### config.mk
export PLATFORM = sky130hd
export DESIGN_NAME = irq_ctrl_top
export DESIGN_NICKNAME = d
export VERILOG_FILES = /design/src/rtl/irq_ctrl_pkg.sv /design/src/rtl/irq_line_track.sv /design/src/rtl/irq_pend_reg.sv /design/src/rtl/irq_prio_pick.sv /design/src/rtl/irq_ctrl_top.sv
export SDC_FILE = /design/constraint.sdc
export NUM_CORES = 1
export LEC_CHECK = 0
export BUFFER_PORTS_ARGS = -buffer_cell sky130_fd_sc_hd__buf_2
export CORE_ASPECT_RATIO = 0.9
export CORE_UTILIZATION = 40
export CTS_BUF_LIST = sky130_fd_sc_hd__clkbuf_2
export CTS_CLUSTER_SIZE = 10
export DETAILED_ROUTE_END_ITERATION = 6
export GPL_ROUTABILITY_DRIVEN = 0
export HOLD_SLACK_MARGIN = 0.03
export PLACE_DENSITY = 0.66
export SYNTH_ARGS = -nofsm -noshare
export SYNTH_HDL_FRONTEND = slang
export SYNTH_SLANG_ARGS = --single-unit
### constraint.sdc
create_clock -name clk_i -period 1.5 [get_ports clk_i]
set_input_delay 0.075 -clock clk_i [delete_from_list [all_inputs] [get_ports clk_i]]
set_output_delay 0.075 -clock clk_i [all_outputs]
set_load 0.03 [all_outputs]
### src/rtl/irq_ctrl_pkg.sv
package irq_ctrl_pkg;
  localparam int unsigned NSRC_DEF     = 16;
  localparam int unsigned NEXT_DEF     = 4;
  localparam int unsigned EXT_BASE_DEF = 8;
  localparam int unsigned SWI_IDX_DEF  = 2;
  localparam int unsigned CLR_OFS      = 2;

  typedef enum logic {
    MODE_LEVEL = 1'b0,
    MODE_EDGE  = 1'b1
  } ext0_mode_e;
endpackage

### src/rtl/irq_line_track.sv
module irq_line_track #(
  parameter int unsigned NEXT = 4
) (
  input  logic            clk_i,
  input  logic            rst_ni,
  input  logic [NEXT-1:0] line_i,
  output logic [NEXT-1:0] state_o,
  output logic [NEXT-1:0] rise_o,
  output logic [NEXT-1:0] fall_o
);
  logic [NEXT-1:0] state_q;

  always_ff @(posedge clk_i or negedge rst_ni) begin
    if (!rst_ni) state_q <= '0;
    else         state_q <= line_i;
  end

  // act only where the level differs from what was stored
  assign rise_o  = line_i & ~state_q;
  assign fall_o  = ~line_i & state_q;
  assign state_o = state_q;
endmodule

### src/rtl/irq_pend_reg.sv
module irq_pend_reg #(
  parameter int unsigned NSRC = 16
) (
  input  logic            clk_i,
  input  logic            rst_ni,
  input  logic [NSRC-1:0] set_i,
  input  logic [NSRC-1:0] clr_i,
  output logic [NSRC-1:0] pend_o
);
  logic [NSRC-1:0] pend_q;

  always_ff @(posedge clk_i or negedge rst_ni) begin
    if (!rst_ni) pend_q <= '0;
    else         pend_q <= (pend_q & ~clr_i) | set_i;  // set wins
  end

  assign pend_o = pend_q;
endmodule

### src/rtl/irq_prio_pick.sv
module irq_prio_pick #(
  parameter int unsigned NSRC     = 16,
  parameter int unsigned IDX_W    = 4,
  parameter int unsigned EXT_BASE = 8
) (
  input  logic [NSRC-1:0]  pend_i,
  input  logic [NSRC-1:0]  mask_i,
  output logic             valid_o,
  output logic [IDX_W-1:0] idx_o
);
  localparam logic [NSRC-1:0] ALWAYS_ON = (NSRC'(1) << EXT_BASE) - NSRC'(1);

  logic [NSRC-1:0] eff;
  assign eff = pend_i & (mask_i | ALWAYS_ON);

  always_comb begin
    valid_o = 1'b0;
    idx_o   = '0;
    for (int i = NSRC - 1; i >= 0; i--) begin
      if (eff[i]) begin
        valid_o = 1'b1;
        idx_o   = IDX_W'(i);
      end
    end
  end
endmodule

### src/rtl/irq_ctrl_top.sv
module irq_ctrl_top
  import irq_ctrl_pkg::*;
#(
  parameter int unsigned NSRC     = NSRC_DEF,
  parameter int unsigned NEXT     = NEXT_DEF,
  parameter int unsigned EXT_BASE = EXT_BASE_DEF,
  parameter int unsigned SWI_IDX  = SWI_IDX_DEF,
  localparam int unsigned IDX_W   = $clog2(NSRC)
) (
  input  logic             clk_i,
  input  logic             rst_ni,
  input  logic [NSRC-1:0]  int_set_i,
  input  logic [NEXT-1:0]  ext_line_i,
  input  logic             ext0_edge_i,
  input  logic             mask_we_i,
  input  logic [NSRC-1:0]  mask_wdata_i,
  input  logic             swclr_we_i,
  input  logic [7:0]       swclr_wdata_i,
  input  logic             ack_i,
  input  logic [IDX_W-1:0] ack_idx_i,
  input  logic             halt_req_i,
  output logic             irq_valid_o,
  output logic [IDX_W-1:0] irq_idx_o,
  output logic             halted_o
);
  logic [NEXT-1:0] line_q, rise, fall;
  logic [NSRC-1:0] pend_q, mask_q, set_vec, clr_vec;
  logic            halted_q;
  ext0_mode_e      ext0_mode;
  logic            lvl_mode, ack_hit, ack_keep, ack_clr, sw_ok, lvl_drop;
  logic [8:0]      sw_tgt;

  assign ext0_mode = ext0_mode_e'(ext0_edge_i);
  assign lvl_mode  = (ext0_mode == MODE_LEVEL);

  irq_line_track #(.NEXT(NEXT)) u_line (
    .clk_i  (clk_i),
    .rst_ni (rst_ni),
    .line_i (ext_line_i),
    .state_o(line_q),
    .rise_o (rise),
    .fall_o (fall)
  );

  always_comb begin
    set_vec = int_set_i;
    for (int k = 0; k < int'(NEXT); k++) begin
      if (rise[k]) set_vec[EXT_BASE + k] = 1'b1;
    end
  end

  assign ack_hit  = ack_i && pend_q[ack_idx_i];
  assign ack_keep = (ack_idx_i == IDX_W'(EXT_BASE)) && lvl_mode;
  assign ack_clr  = ack_hit && !ack_keep;
  assign sw_tgt   = {1'b0, swclr_wdata_i} - 9'(CLR_OFS);
  assign sw_ok    = swclr_we_i && (sw_tgt >= 9'(SWI_IDX)) && (sw_tgt < 9'(NSRC));
  assign lvl_drop = fall[0] && lvl_mode;

  always_comb begin
    for (int i = 0; i < int'(NSRC); i++) begin
      clr_vec[i] = (ack_clr && (ack_idx_i == IDX_W'(i))) ||
                   (sw_ok && (sw_tgt == 9'(i)));
    end
    if (lvl_drop) clr_vec[EXT_BASE] = 1'b1;
  end

  irq_pend_reg #(.NSRC(NSRC)) u_pend (
    .clk_i (clk_i),
    .rst_ni(rst_ni),
    .set_i (set_vec),
    .clr_i (clr_vec),
    .pend_o(pend_q)
  );

  always_ff @(posedge clk_i or negedge rst_ni) begin
    if (!rst_ni)        mask_q <= '0;
    else if (mask_we_i) mask_q <= mask_wdata_i;
  end

  always_ff @(posedge clk_i or negedge rst_ni) begin
    if (!rst_ni)         halted_q <= 1'b0;
    else if (ack_hit)    halted_q <= 1'b0;
    else if (halt_req_i) halted_q <= 1'b1;
  end

  irq_prio_pick #(
    .NSRC    (NSRC),
    .IDX_W   (IDX_W),
    .EXT_BASE(EXT_BASE)
  ) u_pick (
    .pend_i (pend_q),
    .mask_i (mask_q),
    .valid_o(irq_valid_o),
    .idx_o  (irq_idx_o)
  );

  assign halted_o = halted_q;
endmodule

Yosys cells after proc, flatten, opt, wreduce, memory -nomap -nowiden:

Index checks and enable logic that the tools add are counted.

* multipliers: 0
* order comparisons: 3
* reductions and logical operators: 58
* equality and inequality tests: 30
* div/mod/pow operators: 0
* bitwise operators: 9
* add/subtract/negate cells: 1
* mux-type cells: 41
* shift-type cells: 0

Operators by type and width (number)
* $eq 9x4->1 const B: 8
* $mux 4: 16
* $logic_and 1x1->1: 38
* $eq 9x3->1 const B: 4
* $and 16x16->16: 2
* $eq 4x4->1 const B: 8
* $mux 1: 24
* $eq 9x2->1 const B: 2
* $eq 4x3->1 const B: 4
* $logic_or 1x1->1: 16
* $not 16->16: 1
* $or 16x16->16: 1
* $eq 9x1->1 const B: 1
* $ge 9x2->1 const B: 1
* $logic_not 9->1: 1
* $lt 9x5->1 const B: 1
* $sub 8x2->9 const B: 1
* $eq 4x2->1 const B: 2
* $lt 4x5->1 const B: 1
* $and 4x4->4: 1
* $bmux 1 s4: 1
* $eq 4x1->1 const B: 1
* $logic_not 4->1: 1
* $not 4->4: 1
* other kinds (4): 5

* latch bits: 0
* input bits: 55
* bits in registers: 37
* logic and storage cells: 146
* bits in read-only memories: 0
* output and inout bits: 6
* memories kept: 0
* bits in writable memories: 0

Depth between registers and ports, before layout:

Gate-level depths: netlist of run 1.

* depth in word-level cells: 17
* depth in mapped cells: 8
* depth with buffers taken out: 7

Modules after synthesis:

A second synthesis of run 1 with hierarchy kept.

* cells, all modules: 206
* area total of the unflattened synthesis: 2105.8 um^2

Modules (own cells, without submodules)
* irq_ctrl_top: area an instance 1152.4 um^2, cells an instance 110, instances 1, seq. area each 425.4 um^2
* irq_pend_reg: area an instance 580.6 um^2, cells an instance 48, instances 1, seq. area each 400.4 um^2
* irq_prio_pick: area an instance 202.7 um^2, cells an instance 36, instances 1, seq. area each 0.0 um^2
* irq_line_track: area an instance 170.2 um^2, cells an instance 12, instances 1, seq. area each 100.1 um^2

Worst setup path before layout of run 1:

No wires, ideal clock.

* kind: reg2out
* start: reg u_pend.pend_q[0] (netlist: u_pend.pend_o[0])
* end: out irq_idx_o[3]
* setup slack: -0.282 ns
* arrival time: 1.707 ns
* data required time: 1.425 ns
* path buffers: 0
* cell stages (with the launch flop): 3
* cells stage by stage: dfrtp_1 -> or4_1 -> nor3b_1

* word-level cells in the longest chain between the ends: 2

Ends and longest elaborated chain
* from (decl): RTL line irq_pend_reg.sv:10 `logic [NSRC-1:0] pend_q;`
* from (signal assigned): RTL line irq_pend_reg.sv:14 `else pend_q <= (pend_q & ~clr_i) | set_i;`
* $and 16x16->16: RTL line irq_prio_pick.sv:14 `assign eff = pend_i & (mask_i | ALWAYS_ON);`
* $mux 4: RTL line irq_prio_pick.sv:20 `if (eff[i]) begin`
* to (decl): RTL line irq_ctrl_top.sv:23 `output logic [IDX_W-1:0] irq_idx_o,`

Every way passes these cells.

Worst setup path in the final report of run 1:

* start: reg u_pend.pend_q[11] (netlist: u_pend.pend_o[11])
* end: out irq_idx_o[0]

* word-level cells in the longest chain between the ends: 13

Ends and longest elaborated chain (RTL line)
* $and 16x16->16: irq_prio_pick.sv:14
* $mux 4 (12 in series): irq_prio_pick.sv:20

Every way passes these cells.

==> impl_metrics.yaml, run 1 <==
outcome:
  status: "finished, violations left"
  violations: "negative setup slack"
routing:
  drc: 0
  drtIter0Drc: 128
  vias_per_cell: 5.09
  dr.pass1.iters: 4
  wl_mm: 4.99
  vias: 1864
  wl_per_cell_um: 13.6
  antenna_left: 0
floorplan:
  ioPinCount: 61
  die_y_um: 64.9
  rows: 22
  core_sq_um: 4160
  dieArea_sq_um: 4660
  die_width_um: 71.9
  start_util: 0.423
layout:
  nets: 362
  drive_above_1_share: 0.373
  design_area_sq_um: 2730
  most-common-layout-cells: "buf_2, dlygate4sd3_1, buf_4"
  n_antenna_cell: 0
  final_common_cell: "buf_2"
  syn_to_final_growth_pct: 55.3
power_and_ir_drop:
  p_total_uw: 1670
  power_leakage_uw: 0.00120
  power.density_nw_per_um2: 613
  ir_drop_mv: 0.556
global_routing:
  antenna_found_initial: 0
  overflow: 0
  grt_pass1_vias: 1818
  grt_max_degree: 30
  grt_use_total: 0.237
  grt_pass1_wl_mm: 8.36
worst_hold_path:
  hold_depth: 3
  min_from: "ack_idx_i[2]"
  hp-class: "in2reg"
  whs_endpoint: "halted_o"
sta:
  finalMaxSlewViolations: 0
  setup_ws_ps: -373
  final.min_clock_period_ps: 1870
  rsz0062_at_grt: "true"
  tightest_slew_ps: 647
  relSlewSlack: 0.569
  setup_tns_ps: -1380
  hold_violations: 0
  setup_viol: 5
  max_freq_ghz: 0.534
  min_period_over_period: 1.25
  skew_ps: 4.96
clocking:
  clkTransAtPathRegs_ps: 150
  cts_buffers: 5
  h-tree-depth: 2
  clock_latency_ps: 370
  clock_path_buffers: 2
  cts_tree: "built"
  cts.sinks: 29
  clockRootBuffer: "clkbuf_2"
yosys:
  synth_top_area_share: 0.413
  postSynthCellCount: 187
  avgSynthCellArea_sq_um: 9.40
  ys_seq_elements: 29
  synth_fa_ha_area_frac: 0.0142
  yosys_warnings: 0
  synth_nets: 244
  synthFlopType: "dfrtp_1"
  synth_xor_area_frac: 0.00498
  ys_seq_area_frac: 0.413
  synth-simple-area-share: 0.223
  muxShareOfSynthArea: 0.119
  synth-compound-area-share: 0.196
  synth_area_sq_um: 1760
  yosys.cell_types.count: 40
  synth_area_leaders: "dfrtp_1, mux2_2, o21ai_0"
  async_flop_share: 1.00
  synth_edf_count: 0
  yosysTopAreaCell: "dfrtp_1"
  synth_top_family_by_area: "simple AND/OR/NAND/NOR gates"
place:
  place_hpwl_mm: 3.69
  dpl_cell_area_sq_um: 2290
  dp_slack_ps: -293
  portBuffers: 52
worst_setup_path:
  rr_endpoint: "halted_o"
  cp-start-kind: "register"
  crit_path_max_fanout: 4
  cp-end-kind: "output pin"
  worstRegToRegCells: 5
  critical_path_required_ps: 1420
  worstReg2RegStart: "u_pend.pend_o[3]"
  crit_start: "u_pend.pend_o[11]"
  crit_arrival_ps: 1800
  worst-r2r-setup-slack_ps: 40
  critPathKind: "reg2out"
flow_run:
  drv_cap: 0
timing repair:
action | in CTS | in global routing
hold buffers | 33 | 0
pin swaps | 7 | 4
setup buffers | 2 | 2
gates resized for setup | 11 | 3
setup endpoints to repair | 5 | 6
endpoints found under the hold margin | 58 | 0
area by class of cell:
| class | instances | area, sq um |
|---|---|---|
| fillers | 374 | 1430 |
| multi-input cells | 144 | 1020 |
| repair buffers | 115 | 836 |
| flip-flops and latches | 29 | 726 |
| well taps | 60 | 75.1 |
| inverters | 10 | 37.5 |
| clock buffers | 5 | 25.0 |
| clock inverters | 3 | 12.5 |
cell usage after synthesis (all sizes together) (4+ instances only):
cell,number
dfrtp,29
o21ai,18
nor2,13
a21oi,12
inv,10
nand2,10
nor3,10
mux2,9
o21bai,9
nand2b,8
nor4,7
or3,5
clkbuf,4
mux2i,4
nand3,4
stage by stage:
stage | utilization | hold WS, ps | cells
after floorplan | - | -221 | 187
after global placement | 0.550 | 133 | 321
after detailed placement | 0.550 | 132 | 321
after CTS | 0.651 | 80.4 | 364
after global routing | 0.657 | 76.0 | 366
final | 0.657 | 97.4 | 366
report_power, final:
| part | switching (uW) | leakage (uW) | internal [uW] |
|---|---|---|---|
| clock network | 280 | 0.0000278 | 102 |
| registers | 34.4 | 0.000296 | 822 |
| logic | 188 | 0.000876 | 249 |
| total | 502 | 0.00120 | 1170 |
worst max-delay path, stage by stage (launching register included):
cell	delay (ps)
dfrtp_1	450
nand2_2	80
a32o_1	240
a31oi_1	160
o221ai_1	140
a21oi_1	160
buf_4	180
kinds of logic after synthesis:
group / count (synthesis)
buffers and inverters: 14
muxes: 16
xor gates and xnor gates: 1
AOI/OAI and AO/OA: 55
DFF: 29
adders and majority gates: 2
and+or+nand+nor: 70
worst max-delay path by stage:
| stage | endpoint | slack [ps] |
|---|---|---|
| floorplan | u_pend.pend_o[11] | -110 |
| global placement | u_pend.pend_o[10] | -250 |
| detailed placement | u_pend.pend_o[2] | -290 |
| CTS | irq_idx_o[0] | -360 |
| global route | irq_idx_o[1] | -470 |
| finish | irq_idx_o[0] | -370 |
per-layer routing:
layer	up-vias	track usage	routed length, um	share of wire
met5	-	0	0	0
met4	0	0.0662	44	0.0088
met3	6	0.0591	282	0.057
met2	61	0.392	2380	0.48
met1	855	0.309	2280	0.46
li1	942	-	-	-
state kept, by name, summed over array words and instances, names as in the netlist:
name and count:
mask_q 8, u_pend.pend_o 16, halted_o 1, u_line.state_o 4
No activity file was read; power rests on OpenSTA's default activity.
==> inputs of run 2 (changes only) <==
ABC_AREA = 1   (was default)
PLACE_DENSITY = default   (was 0.66)
==> impl_metrics.yaml, run 2 <==
outcome:
  status: "finished, violations left"
  violations: "negative setup slack"
worst_setup_path:
  crit_path_frequent_cell: "nand2_1"
  path_cells: "nand2_1 -> inv_1 -> nand2_1 -> nand2_1 -> nand2_1 -> nand2_1 -> nand2_1 -> nand2_1 -> nand2_1 -> nand2_1 -> nand2_1 -> nand2_1 -> nand2_1 -> nand2_1 -> nand2_1 -> a21oi_2 -> buf_6"
  critical_path.max_stage_delay_ps: 410
  slowest_stage: "dfrtp_1"
  critPathKind: "reg2out"
  worst-r2r-setup-slack_ps: -110
  crit_path_max_fanout: 2
  cp-end-kind: "output pin"
  cp-start-kind: "register"
  crit_arrival_ps: 1810
  critical_path_required_ps: 1420
floorplan:
  die_width_um: 78.1
  rows: 24
  core_sq_um: 4920
  die_y_um: 70.5
  dieArea_sq_um: 5510
  ioPinCount: 61
  start_util: 0.424
yosys:
  synthFlopType: "dfrtp_1"
  ys_seq_area_frac: 0.348
  synth_nets: 345
  synthTopCellsByCount: "nand2_1, inv_1, nand3_1"
  yosys_warnings: 0
  synth_area_sq_um: 2090
  synth_top_area_share: 0.348
  yosysTopAreaCell: "dfrtp_1"
  synth_area_leaders: "dfrtp_1, nand2_1, nand3_1"
  synth_edf_count: 0
  async_flop_share: 1.00
  yosys.cell_types.count: 33
  ys_seq_elements: 29
  postSynthCellCount: 288
  avgSynthCellArea_sq_um: 7.25
  post-synth-top-count-cell: "nand2_1"
global_routing:
  grt_pass1_wl_mm: 9.97
  antenna_found_initial: 0
  grt_max_degree: 30
  grt_use_total: 0.234
  overflow: 0
  grt_pass1_vias: 2233
power_and_ir_drop:
  power.density_nw_per_um2: 622
  power_leakage_uw: 0.00155
  ir_drop_mv: 0.439
  p_total_uw: 1960
routing:
  vias: 2314
  drtIter0Drc: 115
  wl_per_cell_um: 12.5
  drc: 0
  dr.pass1.iters: 4
  antenna_left: 0
  vias_per_cell: 4.89
  wl_mm: 5.93
layout:
  drive_above_1_share: 0.365
  final_common_cell: "nand2_1"
  syn_to_final_growth_pct: 50.7
  most-common-layout-cells: "nand2_1, buf_2, inv_1"
  largest_reg_flops: 16
  n_antenna_cell: 0
  nets: 464
place:
  dp_slack_ps: -228
  place_hpwl_mm: 4.36
  portBuffers: 52
sta:
  final.min_clock_period_ps: 1890
  rsz0062_at_grt: "true"
  relSlewSlack: 0.585
  max_freq_ghz: 0.529
  skew_ps: 47.2
  setup_viol: 21
  hold_violations: 0
  setup_ws_ps: -389
  tightest_slew_ps: 622
  finalMaxSlewViolations: 0
  min_period_over_period: 1.26
clocking:
  clock_latency_ps: 390
  clkTransAtPathRegs_ps: 210
  clockRootBuffer: "clkbuf_2"
  cts_tree: "built"
  cts_buffers: 5
  h-tree-depth: 2
  clock_path_buffers: 2
  cts.sinks: 29
worst_hold_path:
  hp-class: "in2reg"
flow_run:
  drv_cap: 0
[run 2: changes by cell type after synthesis, sizes merged, moves of 6 or more]
| cell | change |
|---|---|
| nand2 | +52 |
| nor2 | +31 |
| nand3 | +44 |
| a22oi | +6 |
| nor4 | -6 |
| o21ai | -18 |
| nand2b | -8 |
| inv | +35 |
| o21bai | -8 |
[run 2: cells by family (layout without fill, tap and decap cells)]
kind of cell	after synthesis	count (layout)	synth area share
multiplexers	8	8	0.0432
adder cells (fa/ha/maj)	2	2	0.0120
AO/OA/AOI/OAI	22	22	0.0749
XOR/XNOR	1	1	0.00420
buffers and inverters	51	171	0.107
flip-flops	29	29	0.348
AND/OR/NAND/NOR	175	175	0.411
[run 2: area by class of cell]
class                   instances  area (sq um)
clock buffers                   6          30.0
fillers                       462          1780
flip-flops and latches         29           726
repair buffers                118           870
multi-input cells             208          1240
well taps                      65          81.3
inverters                      45           169
clock inverters                 2          33.8
[run 2: timing repair]
item / 4_1_cts / 5_1_grt
hold buffers: 32 / 0
endpoints found under the setup margin: 5 / 22
gates resized for setup: 17 / 8
gates cloned: 0 / 0
pin swaps: 9 / 2
endpoints found under the hold margin: 58 / 0
buffers inserted: 5 / 2
[run 2: worst max-delay path: cells and delay by family (launching register included)]
kind            cells  cell delay (ps)
simple gates       14              740
flops               1              410
buf+inv             2              190
compound gates      1              130
[run 2: where the power goes]
group	internal, uW	leakage (uW)	switching (uW)
logic	255	0.00122	275
clock network	284	0.0000406	300
registers	820	0.000293	22.9
[run 2: stage by stage]
step / util / hold slack [ps] / cells / setup TNS [ps] / instance area [sq um]
floorplan: - / -221 / 288 / 0 / 2100
global placement: 0.528 / 131 / 426 / -2330 / 2600
detailed placement: 0.528 / 135 / 426 / -2950 / 2600
CTS: 0.627 / 60.5 / 471 / -2780 / 3090
global route: 0.639 / 79.6 / 473 / -4910 / 3150
finish: 0.639 / 62.2 / 473 / -2910 / 3150
[run 2: final timing paths]
check                             startpoint                end  cells after the start
setup / recovery           u_pend.pend_o[15]       irq_idx_o[0]                     17
hold / removal                  ack_idx_i[2]   u_pend.pend_o[2]                      5
setup reg to reg            u_pend.pend_o[9]   u_pend.pend_o[9]                     11
hold reg to reg                   mask_q[13]         mask_q[13]                      1
max in group asynchronous             rst_ni   u_pend.pend_o[1]                      2
min in group asynchronous             rst_ni  u_line.state_o[0]                      2
[run 2: per-layer routing]
layer | part of all wire | GRT usage
met1 | 0.47 | 0.322
met2 | 0.47 | 0.392
met3 | 0.042 | 0.0353
met4 | 0.012 | 0.0432
met5 | 0 | 0
